$ cat src/rtl/icat_pkg.sv
`timescale 1ns/1ps
package icat_pkg;
  localparam int MAXI = 64;
  localparam int HALF = 32;
  localparam int IDW  = 6;
  localparam int RA_W = 3;

  localparam logic [RA_W-1:0] A_RX_LO = 3'd0;
  localparam logic [RA_W-1:0] A_ACK   = 3'd1;
  localparam logic [RA_W-1:0] A_TO_LO = 3'd2;
  localparam logic [RA_W-1:0] A_TO_HI = 3'd3;

  // number is usable: implemented and reachable in the current mode
  function automatic logic num_ok(input logic [IDW-1:0] n, input logic ext, input int ni);
    return (int'(n) < ni) && (ext || !n[IDW-1]);
  endfunction

  function automatic logic [MAXI-1:0] onehot(input logic [IDW-1:0] n, input logic en);
    return en ? (MAXI'(1) << n) : '0;
  endfunction
endpackage

$ cat src/rtl/icat_w1c.sv
`timescale 1ns/1ps
module icat_w1c #(
  parameter int W = 32
) (
  input  logic         clk,
  input  logic         rst_n,
  input  logic [W-1:0] set,
  input  logic [W-1:0] clr,
  output logic [W-1:0] q
);
  // set takes priority over a clear on the same edge
  always_ff @(posedge clk or negedge rst_n) begin
    if (!rst_n) q <= '0;
    else        q <= (q & ~clr) | set;
  end
endmodule

$ cat src/rtl/icat_chan.sv
`timescale 1ns/1ps
module icat_chan #(
  parameter int CNT_W = 8
) (
  input  logic             clk,
  input  logic             rst_n,
  input  logic             arm,
  input  logic             ack_in,
  input  logic [CNT_W-1:0] reload,
  output logic             pend,
  output logic             ack_hit,
  output logic             to_fire
);
  logic [CNT_W-1:0] cnt;

  function automatic logic [CNT_W-1:0] dec_sat(input logic [CNT_W-1:0] c);
    return (c == '0) ? c : c - 1'b1;
  endfunction

  assign ack_hit = ack_in & pend;
  assign to_fire = pend & ~ack_in & (cnt == '0);

  always_ff @(posedge clk or negedge rst_n) begin
    if (!rst_n) begin
      pend <= 1'b0;
      cnt  <= '0;
    end else if (arm) begin
      pend <= 1'b1;
      cnt  <= reload;
    end else if (ack_hit || to_fire) begin
      pend <= 1'b0;
    end else if (pend) begin
      cnt  <= dec_sat(cnt);
    end
  end
endmodule

$ cat src/rtl/icat_track.sv
`timescale 1ns/1ps
module icat_track import icat_pkg::*; #(
  parameter int NUM_INT = 64,
  parameter int CNT_W   = 8
) (
  input  logic              clk,
  input  logic              rst_n,
  input  logic              ext_mode,
  input  logic              rx_valid,
  input  logic              rx_is_ack,
  input  logic [IDW-1:0]    rx_num,
  input  logic              tx_valid,
  input  logic [IDW-1:0]    tx_num,
  input  logic [CNT_W-1:0]  tx_reload,
  input  logic [MAXI-1:0]   tick_mask,
  input  logic              wr_en,
  input  logic [RA_W-1:0]   wr_addr,
  input  logic [31:0]       wr_data,
  input  logic [RA_W-1:0]   rd_addr,
  output logic [31:0]       rd_data
);
  localparam int NI  = NUM_INT;
  localparam int AKW = (NUM_INT < HALF) ? NUM_INT : HALF;

  // decoded events
  logic [MAXI-1:0] rx_dec, tx_dec;
  logic [NI-1:0]   int_ev, ack_ev, arm;
  logic [NI-1:0]   pend, ack_hit, to_fire;

  assign rx_dec = onehot(rx_num, rx_valid & num_ok(rx_num, ext_mode, NI));
  assign tx_dec = onehot(tx_num, tx_valid & num_ok(tx_num, ext_mode, NI));
  assign int_ev = rx_dec[NI-1:0] & {NI{~rx_is_ack}};
  assign ack_ev = rx_dec[NI-1:0] & {NI{rx_is_ack}};
  assign arm    = tx_dec[NI-1:0];

  for (genvar i = 0; i < NI; i++) begin : g_chan
    icat_chan #(.CNT_W(CNT_W)) u_chan (
      .clk     (clk),
      .rst_n   (rst_n),
      .arm     (arm[i]),
      .ack_in  (ack_ev[i]),
      .reload  (tx_reload),
      .pend    (pend[i]),
      .ack_hit (ack_hit[i]),
      .to_fire (to_fire[i])
    );
  end

  // set and clear vectors
  logic [NI-1:0]   rx_set, to_set, rx_q, to_q;
  logic [AKW-1:0]  ack_set, ack_q;
  logic [MAXI-1:0] rx_clr64, to_clr64;
  logic [31:0]     ack_clr32;

  assign rx_set  = int_ev & tick_mask[NI-1:0];
  assign to_set  = to_fire & tick_mask[NI-1:0];
  assign ack_set = ack_hit[AKW-1:0] & tick_mask[AKW-1:0] & {AKW{~ext_mode}};

  always_comb begin
    rx_clr64  = '0;
    to_clr64  = '0;
    ack_clr32 = '0;
    if (wr_en) begin
      case (wr_addr)
        A_RX_LO: rx_clr64[HALF-1:0] = wr_data;
        A_ACK: begin
          if (ext_mode) rx_clr64[MAXI-1:HALF] = wr_data;
          else          ack_clr32 = wr_data;
        end
        A_TO_LO: to_clr64[HALF-1:0] = wr_data;
        A_TO_HI: if (ext_mode) to_clr64[MAXI-1:HALF] = wr_data;
        default: ;
      endcase
    end
  end

  icat_w1c #(.W(NI)) u_rx_st (
    .clk(clk), .rst_n(rst_n), .set(rx_set), .clr(rx_clr64[NI-1:0]), .q(rx_q));
  icat_w1c #(.W(AKW)) u_ack_st (
    .clk(clk), .rst_n(rst_n), .set(ack_set), .clr(ack_clr32[AKW-1:0]), .q(ack_q));
  icat_w1c #(.W(NI)) u_to_st (
    .clk(clk), .rst_n(rst_n), .set(to_set), .clr(to_clr64[NI-1:0]), .q(to_q));

  // padded views for read mux and checker
  logic [MAXI-1:0] rx_pad, to_pad, pend_pad, ack_hit_pad, to_fire_pad, rx_set_pad;
  logic [31:0]     ack_pad;

  always_comb begin
    rx_pad      = '0; rx_pad[NI-1:0]      = rx_q;
    to_pad      = '0; to_pad[NI-1:0]      = to_q;
    pend_pad    = '0; pend_pad[NI-1:0]    = pend;
    ack_hit_pad = '0; ack_hit_pad[NI-1:0] = ack_hit;
    to_fire_pad = '0; to_fire_pad[NI-1:0] = to_fire;
    rx_set_pad  = '0; rx_set_pad[NI-1:0]  = rx_set;
    ack_pad     = '0; ack_pad[AKW-1:0]    = ack_q;
  end

  always_comb begin
    case (rd_addr)
      A_RX_LO: rd_data = rx_pad[HALF-1:0];
      A_ACK:   rd_data = ext_mode ? rx_pad[MAXI-1:HALF] : ack_pad;
      A_TO_LO: rd_data = to_pad[HALF-1:0];
      A_TO_HI: rd_data = ext_mode ? to_pad[MAXI-1:HALF] : 32'd0;
      default: rd_data = 32'd0;
    endcase
  end
endmodule

$ cat config.mk
export PLATFORM = sky130hd
export DESIGN_NAME = icat_track
export DESIGN_NICKNAME = d
export VERILOG_FILES = /design/src/rtl/icat_pkg.sv /design/src/rtl/icat_w1c.sv /design/src/rtl/icat_chan.sv /design/src/rtl/icat_track.sv
export SDC_FILE = /design/constraint.sdc
export NUM_CORES = 2
export LEC_CHECK = 0
export ABC_AREA = 0
export BUFFER_PORTS_ARGS = -buffer_cell sky130_fd_sc_hd__buf_2
export CAP_MARGIN = 20
export CORE_MARGIN = 1.5
export CORE_UTILIZATION = 39
export DETAILED_ROUTE_END_ITERATION = 6
export SYNTH_ARGS = -nofsm -noshare
export SYNTH_HDL_FRONTEND = slang
export SYNTH_SLANG_ARGS = --single-unit
$ cat constraint.sdc
create_clock -name clk -period 5 [get_ports clk]
set_input_delay 0.5 -clock clk [delete_from_list [all_inputs] [get_ports clk]]
set_output_delay 0.5 -clock clk [all_outputs]
set_load 0.01 [all_outputs]
Word-level counts from Yosys, hierarchy flattened --
Index checks and enable logic that the tools add are counted. W data, S select, Z words.
Word-level totals: logic and storage cells 1331, bits in registers 736, output and inout bits 32, input port bits 129
Cells by class: reduce and logical (&&, ||, !) cells 326, equal/unequal tests 134, bitwise operators 275, multiplexer cells 399, shift operators 2, $add $sub $neg 64
Operators with widths (count):
- $mux W8 | 256
- $logic_not A8 Y1 | 64
- $sub A8 B1 Y8 const B | 64
- $and A64 B64 Y64 | 6
- $mux W32 | 10
- $mux W64 | 4
- $ne A2 B2 Y1 const B | 128
- $reduce_bool A2 Y1 | 128
- $and A1 B1 Y1 | 194
- $reduce_and A3 Y1 | 64
- $mux W1 | 128
- $not A64 Y64 | 2
- $or A64 B64 Y64 | 2
- $pmux W32 S4 | 1
- $shl A1 B6 Y64 const A | 2
- $and A32 B32 Y32 | 3
- $logic_or A1 B1 Y1 | 66
- $not A1 Y1 | 66
- $not A32 Y32 | 1
- $or A32 B32 Y32 | 1
- $eq A3 B2 Y1 const B | 4
- $eq A3 B1 Y1 const B | 2
- $logic_not A3 Y1 | 2
- $logic_not A1 Y1 | 2

Logic depth before layout (Yosys ltp) --
depth after elaboration 11, depth in mapped cells 9, gate-level depth less buffers 7

Cells and area by module --
A second synthesis with hierarchy kept.
Unflattened totals: cells, all modules 5991, area, all modules 50318.3 um^2
Modules (own cells, without submodules):
- icat_chan at g_chan[0].u_chan ... | seq. area each 225.2 um^2, instances 50, area each 628.1 um^2, cells an instance 73
- icat_chan at g_chan[55].u_chan ... | seq. area each 225.2 um^2, instances 14, area each 615.6 um^2, cells an instance 70
- icat_w1c at u_rx_st ... | seq. area each 1601.5 um^2, instances 2, area each 2322.2 um^2, cells an instance 192
- icat_track | seq. area each 0.0 um^2, instances 1, area each 4489.3 um^2, cells an instance 881
- icat_w1c at u_ack_st | seq. area each 800.8 um^2, instances 1, area each 1161.1 um^2, cells an instance 96

Worst setup path after synthesis --
No wires, ideal clock.
path kind input port to flip-flop, start in rx_num[2], end reg g_chan[51].u_chan.cnt[1], path buffers 2, stages 7, slack 2.764 ns, setup time 0.125 ns, required time 4.875 ns, arrival time 2.111 ns, path through buf_2 or3b_1 clkbuf_1 o31ai_1 nor2_1 mux2i_1 mux2_2
On the way: cells in the longest elaborated chain, start to end 9, elaborated cells on any way between the ends 10, classes of those cells 1 x eq/ne; 1 x shift; 1 x mux; 5 x bitwise; 2 x reduce/logical
RTL lines:
- start, declared | line icat_track.sv:11 | input logic [IDW-1:0] rx_num,
- $shl A1 B6 Y64 (*) | line icat_pkg.sv:19 | return en ? (MAXI'(1) << n) : '0;
- $mux W64 (*) | line icat_pkg.sv:19
- $and A64 B64 Y64 (*) | line icat_track.sv:33 | assign ack_ev = rx_dec[NI-1:0] & {NI{rx_is_ack}};
- $not A1 Y1 | line icat_chan.sv:21 | assign to_fire = pend & ~ack_in & (cnt == '0);
- $and A1 B1 Y1 (2 in a row) | line icat_chan.sv:21
- $logic_or A1 B1 Y1 (*) | line icat_chan.sv:30 | end else if (ack_hit || to_fire) begin
- $ne A2 B2 Y1 (no source line) (*)
- $reduce_and A3 Y1 (no source line) (*)
- end signal, assigned | line icat_chan.sv:29 | cnt <= reload;
- end signal, assigned | line icat_chan.sv:33 | cnt <= dec_sat(cnt);
- end, declared | line icat_chan.sv:14 | logic [CNT_W-1:0] cnt;
Every way passes the cells marked *; elsewhere a longest branch is shown, timed or not. A chain may end at the register's enable or synchronous reset.

Worst setup path in the final report --
start in ext_mode, end out rd_data[14]
On the way: cells in the longest elaborated chain, start to end 2, elaborated cells on any way between the ends 3, classes of those cells 3 x mux
RTL lines:
- start, declared | line icat_track.sv:8 | input logic ext_mode,
- $mux W32, on equally long branches | line icat_track.sv:103, icat_track.sv:101
- $pmux W32 S4 (*) | line icat_track.sv:99 | case (rd_addr)
- end, declared | line icat_track.sv:20 | output logic [31:0] rd_data
Marked as above.

==> impl_table.tex <==
\begin{tabular}{lr}
\hline
Metric & Value \\
\hline
\multicolumn{2}{l}{\textbf{Detailed routing}} \\
Avg WL per Cell & 23.69 µm \\
Number of DRC violations after detailed-routing iteration 0 & 3,896 \\
DR DRC count & 28 \\
Count of vias placed by the detailed router & 36,970 \\
Antenna Nets Post-Route & 0 \\
Avg Vias per Cell & 5.877 \\
Routed wire length & 149.0 mm \\
DR pass1 iterations & 7 \\
\multicolumn{2}{l}{\textbf{Power}} \\
Relative contribution of combinational cells to total power & 0.324 \\
Switching pwr & 9.103 mW \\
Clk pwr share & 0.249 \\
Design internal power & 15.35 mW \\
Part of the total power dissipated in sequential elements & 0.428 \\
Worst VDD drop & 0.0002641 V \\
Static power due to leakage & 19.05 nW \\
Pwr per Cell Area & 526.5 nW/µm² \\
Sw Ratio & 0.3723 \\
\multicolumn{2}{l}{\textbf{Finish}} \\
Layout Cells excl Fill & 6,291 \\
Ratio of cells with drive above 1 in the final layout & 0.09867 \\
Leading cell types in the layout, fill and taps excluded & sky130\_fd\_sc\_hd\_\_dfrtp\_1, sky130\_fd\_sc\_hd\_\_nand2\_1, sky130\_fd\_sc\_hd\_\_o21ai\_0 \\
Area delta synth->final & 11.60\% \\
Most common library cell in the layout ignoring fill and taps & sky130\_fd\_sc\_hd\_\_dfrtp\_1 \\
Net count reported at finish & 5,030 \\
\multicolumn{2}{l}{\textbf{GRT}} \\
Number of global-route vias before repair & 34,550 \\
Total GRT Usage & 0.2715 \\
Antenna violations before repair & 19 \\
Aggregate global routing overflow & 0 \\
Wire length of the first global-routing pass & 222.7 mm \\
Pin count of the biggest net entering global routing & 124 \\
\multicolumn{2}{l}{\textbf{CTS}} \\
TritonCTS clock tree & done \\
Clock Sinks & 736 \\
Clock Latency Late Sink & 650 ps \\
Total of cells resized after clock tree synthesis & 0 \\
Clk root buf & sky130\_fd\_sc\_hd\_\_clkbuf\_16 \\
Clock Path Buffers & 3 \\
Clock-pin transition on the worst setup and hold timing paths & 50 ps \\
Num CTS Buffers & 82 \\
Setup bufs post-CTS & 0 \\
H-tree levels & 3 \\
\multicolumn{2}{l}{\textbf{Setup path}} \\
Category of the critical setup timing path & primary input to output port \\
CP Launch Point & ext\_mode \\
CP peak stage delay & 1120 ps \\
Crit. End Element & output port \\
Critical Path, Cell by Cell & buf\_4 > and4b\_2 > a221o\_1 > buf\_2 \\
Data arrival time at the worst-slack endpoint & 2770 ps \\
CP delay by family, top & simple AND/OR/NAND/NOR gates \\
Count of buffer and inverter cells on the critical path & 2 \\
Highest net fanout along the worst path & 32 \\
Critical-path top delay cell & sky130\_fd\_sc\_hd\_\_and4b\_2 \\
Required time of the worst setup path & 4500 ps \\
Startpoint class of the critical path & primary input \\
Worst flop-to-flop path startpoint & g\_chan[60].u\_chan.cnt[0] \\
Reg-to-reg critical path endpoint & g\_chan[60].u\_chan.cnt[1] \\
Worst r2r path cells & 7 \\
Reg2reg setup slack & 2380 ps \\
\multicolumn{2}{l}{\textbf{Synth}} \\
Count of mapped cells out of synthesis & 4,763 \\
Syn Nets & 4,956 \\
Flip-flop cell with the highest count after synthesis & sky130\_fd\_sc\_hd\_\_dfrtp\_1 \\
Number of different library cells in the post-synthesis netlist & 96 \\
Async S/R FF share, synth & 1.000 \\
Number of synthesized register bits & 736 \\
Number of synthesized flops with an enable pin & 0 \\
Total of warnings raised by yosys & 0 \\
Area of the mapped netlist & 41,610 µm² \\
Portion of the post-synthesis area used by sequential elements & 0.4426 \\
Average instance area after synthesis & 8.736 µm² \\
\multicolumn{2}{l}{\textbf{STA}} \\
Final hold violation count & 0 \\
RSZ-0062 raised after global routing & false \\
Final total negative setup slack & 0 ps \\
Max-slew headroom & 0.1817 \\
Slew of the pin with the lowest slew margin & 1223 ps \\
Min Clock Period, post-route & 3269 ps \\
Max-slew violation count & 0 \\
Fin crit share & 0.6537 \\
Maximum clock rate & 305.9 MHz \\
Setup clock skew after layout & 26.32 ps \\
Final setup violating endpoints & 0 \\
\multicolumn{2}{l}{\textbf{Floorplanning}} \\
Row Count & 119 \\
Floorplan Core Area & 105,600 µm² \\
Initial Utilization & 0.3942 \\
Die X & 329.6 µm \\
DIE AREA & 108,700 µm² \\
Vertical die dimension & 329.6 µm \\
Number of top-level pins & 161 \\
\multicolumn{2}{l}{\textbf{Placement}} \\
Placer Congestion & 0.9304 \\
Count of buffers from port buffering & 160 \\
Hpwl dp & 100.9 mm \\
Number of placed instances with taps included & 6,143 \\
\multicolumn{2}{l}{\textbf{Hold path}} \\
Source of the worst hold timing path & tick\_mask[38] \\
Class of the most critical hold timing path & primary input to flip-flop \\
Hold Path Depth & 3 \\
Endpoint, Worst Hold & u\_rx\_st.q[38] \\
\multicolumn{2}{l}{\textbf{Status}} \\
Run status & finished, violations left \\
Violations in the final reports & design-rule violations \\
\multicolumn{2}{l}{\textbf{Flow run}} \\
Number of max-cap violations & 0 \\
\hline
\end{tabular}
==> synth_stat cells (all sizes together) (15+ instances only) <==
cell type,count,area share
mux2i,98,0.024
nand4,56,0.0088
o31ai,44,0.012
or4b,28,0.0067
o21ai,575,0.070
nand3b,17,0.0032
or3,71,0.011
nor3,165,0.020
ha,64,0.019
or4,40,0.0073
a221o,32,0.0077
xor2,107,0.023
nand2b,30,0.0045
nor3b,35,0.0066
and2,16,0.0024
nor2b,50,0.0075
inv,148,0.013
or3b,19,0.0040
nand4b,26,0.0058
nand3,202,0.025
nor4,85,0.013
xnor2,207,0.044
nand2,613,0.055
nor4b,27,0.0060
dfrtp,736,0.44
o311ai,15,0.0032
clkbuf,178,0.016
a31oi,39,0.0059
buf,47,0.0061
or2,24,0.0036
a21oi,257,0.031
nor2,491,0.044
o21a,27,0.0049
mux2,31,0.0084
==> kinds of logic (layout without fill, tap and decap cells) <==
kind of cell    Yosys count  count (layout)  synth area share
xor+xnor                314             314           0.06610
compound gates         1115            1115            0.1620
buf+inv                 373             505           0.03554
flops                   736             736            0.4426
other cells               0               5                 0
simple gates           2032            2032            0.2426
fa+ha+maj                64              64           0.01925
mux                     129             129           0.03196
==> layer usage <==
| metal | routed length [µm] | global-route usage |
|---|---|---|
| met1 | 64360 | 0.3776 |
| met2 | 65380 | 0.4109 |
| met3 | 13440 | 0.06209 |
| met4 | 5702 | 0.1022 |
| met5 | 154 | 0 |
==> flip-flops by register name (all words and copies together), names as in the netlist <==
register and count:
u_to_st.q 64, u_rx_st.q 64, g_chan.u_chan.cnt 512, u_ack_st.q 32, g_chan.u_chan.pend 64
==> power by group through the flow <==
stage               sequential, mW  clock [mW]  combinational, mW
finish                        10.5        6.08               7.91
global route                  10.8        6.41               8.94
CTS                           10.4        6.17               7.85
detailed placement            10.5           0               7.82
global placement              10.4           0               7.61
floorplan                     9.90           0               6.19
==> worst min-delay path, cell delays in order <==
cell	delay, ps
sky130_fd_sc_hd__buf_2	90
sky130_fd_sc_hd__nand3_1	50
sky130_fd_sc_hd__nand2_1	60
==> cell type report <==
cell class / count / area, µm²
Fill cell: 10290 / 59130
Multi-Input combinational cell: 3654 / 21770
Sequential cell: 736 / 18420
Clock buffer: 117 / 2335
Tap cell: 1391 / 1740
Timing Repair Buffer: 215 / 1338
Inverter: 148 / 555.5
Clock inverter: 25 / 267.8
Antenna cell: 5 / 12.51
==> timing repair <==
item	in CTS	in global routing
hold buffers	1	0
setup endpoints to repair	0	0
endpoints found under the hold margin	80	0
==> worst max-delay path by stage <==
stage                               end  slack (ps)  cells after the start
3_5_place_dp   g_chan[21].u_chan.cnt[6]        1650                      6
2_1_floorplan  g_chan[51].u_chan.cnt[1]        2760                      7
4_1_cts                     rd_data[14]        1880                      4
3_3_place_gp   g_chan[21].u_chan.cnt[6]        1610                      6
6_report                    rd_data[14]        1730                      4
5_1_grt                     rd_data[29]        1800                      6
==> stage by stage <==
stage	total power [mW]	util	setup WS, ps	hold WS, ps	cell area, µm²
after floorplan	16.08	-	2764	204.4	41610
final	24.45	0.4399	1731	111.4	46440
after global placement	18.04	0.4148	1613	478.4	43790
after detailed placement	18.27	0.4150	1649	486.7	43810
after global routing	26.13	0.4398	1804	118.7	46430
after CTS	24.42	0.4398	1882	79.48	46420
No activity file was read; power rests on OpenSTA's default activity.
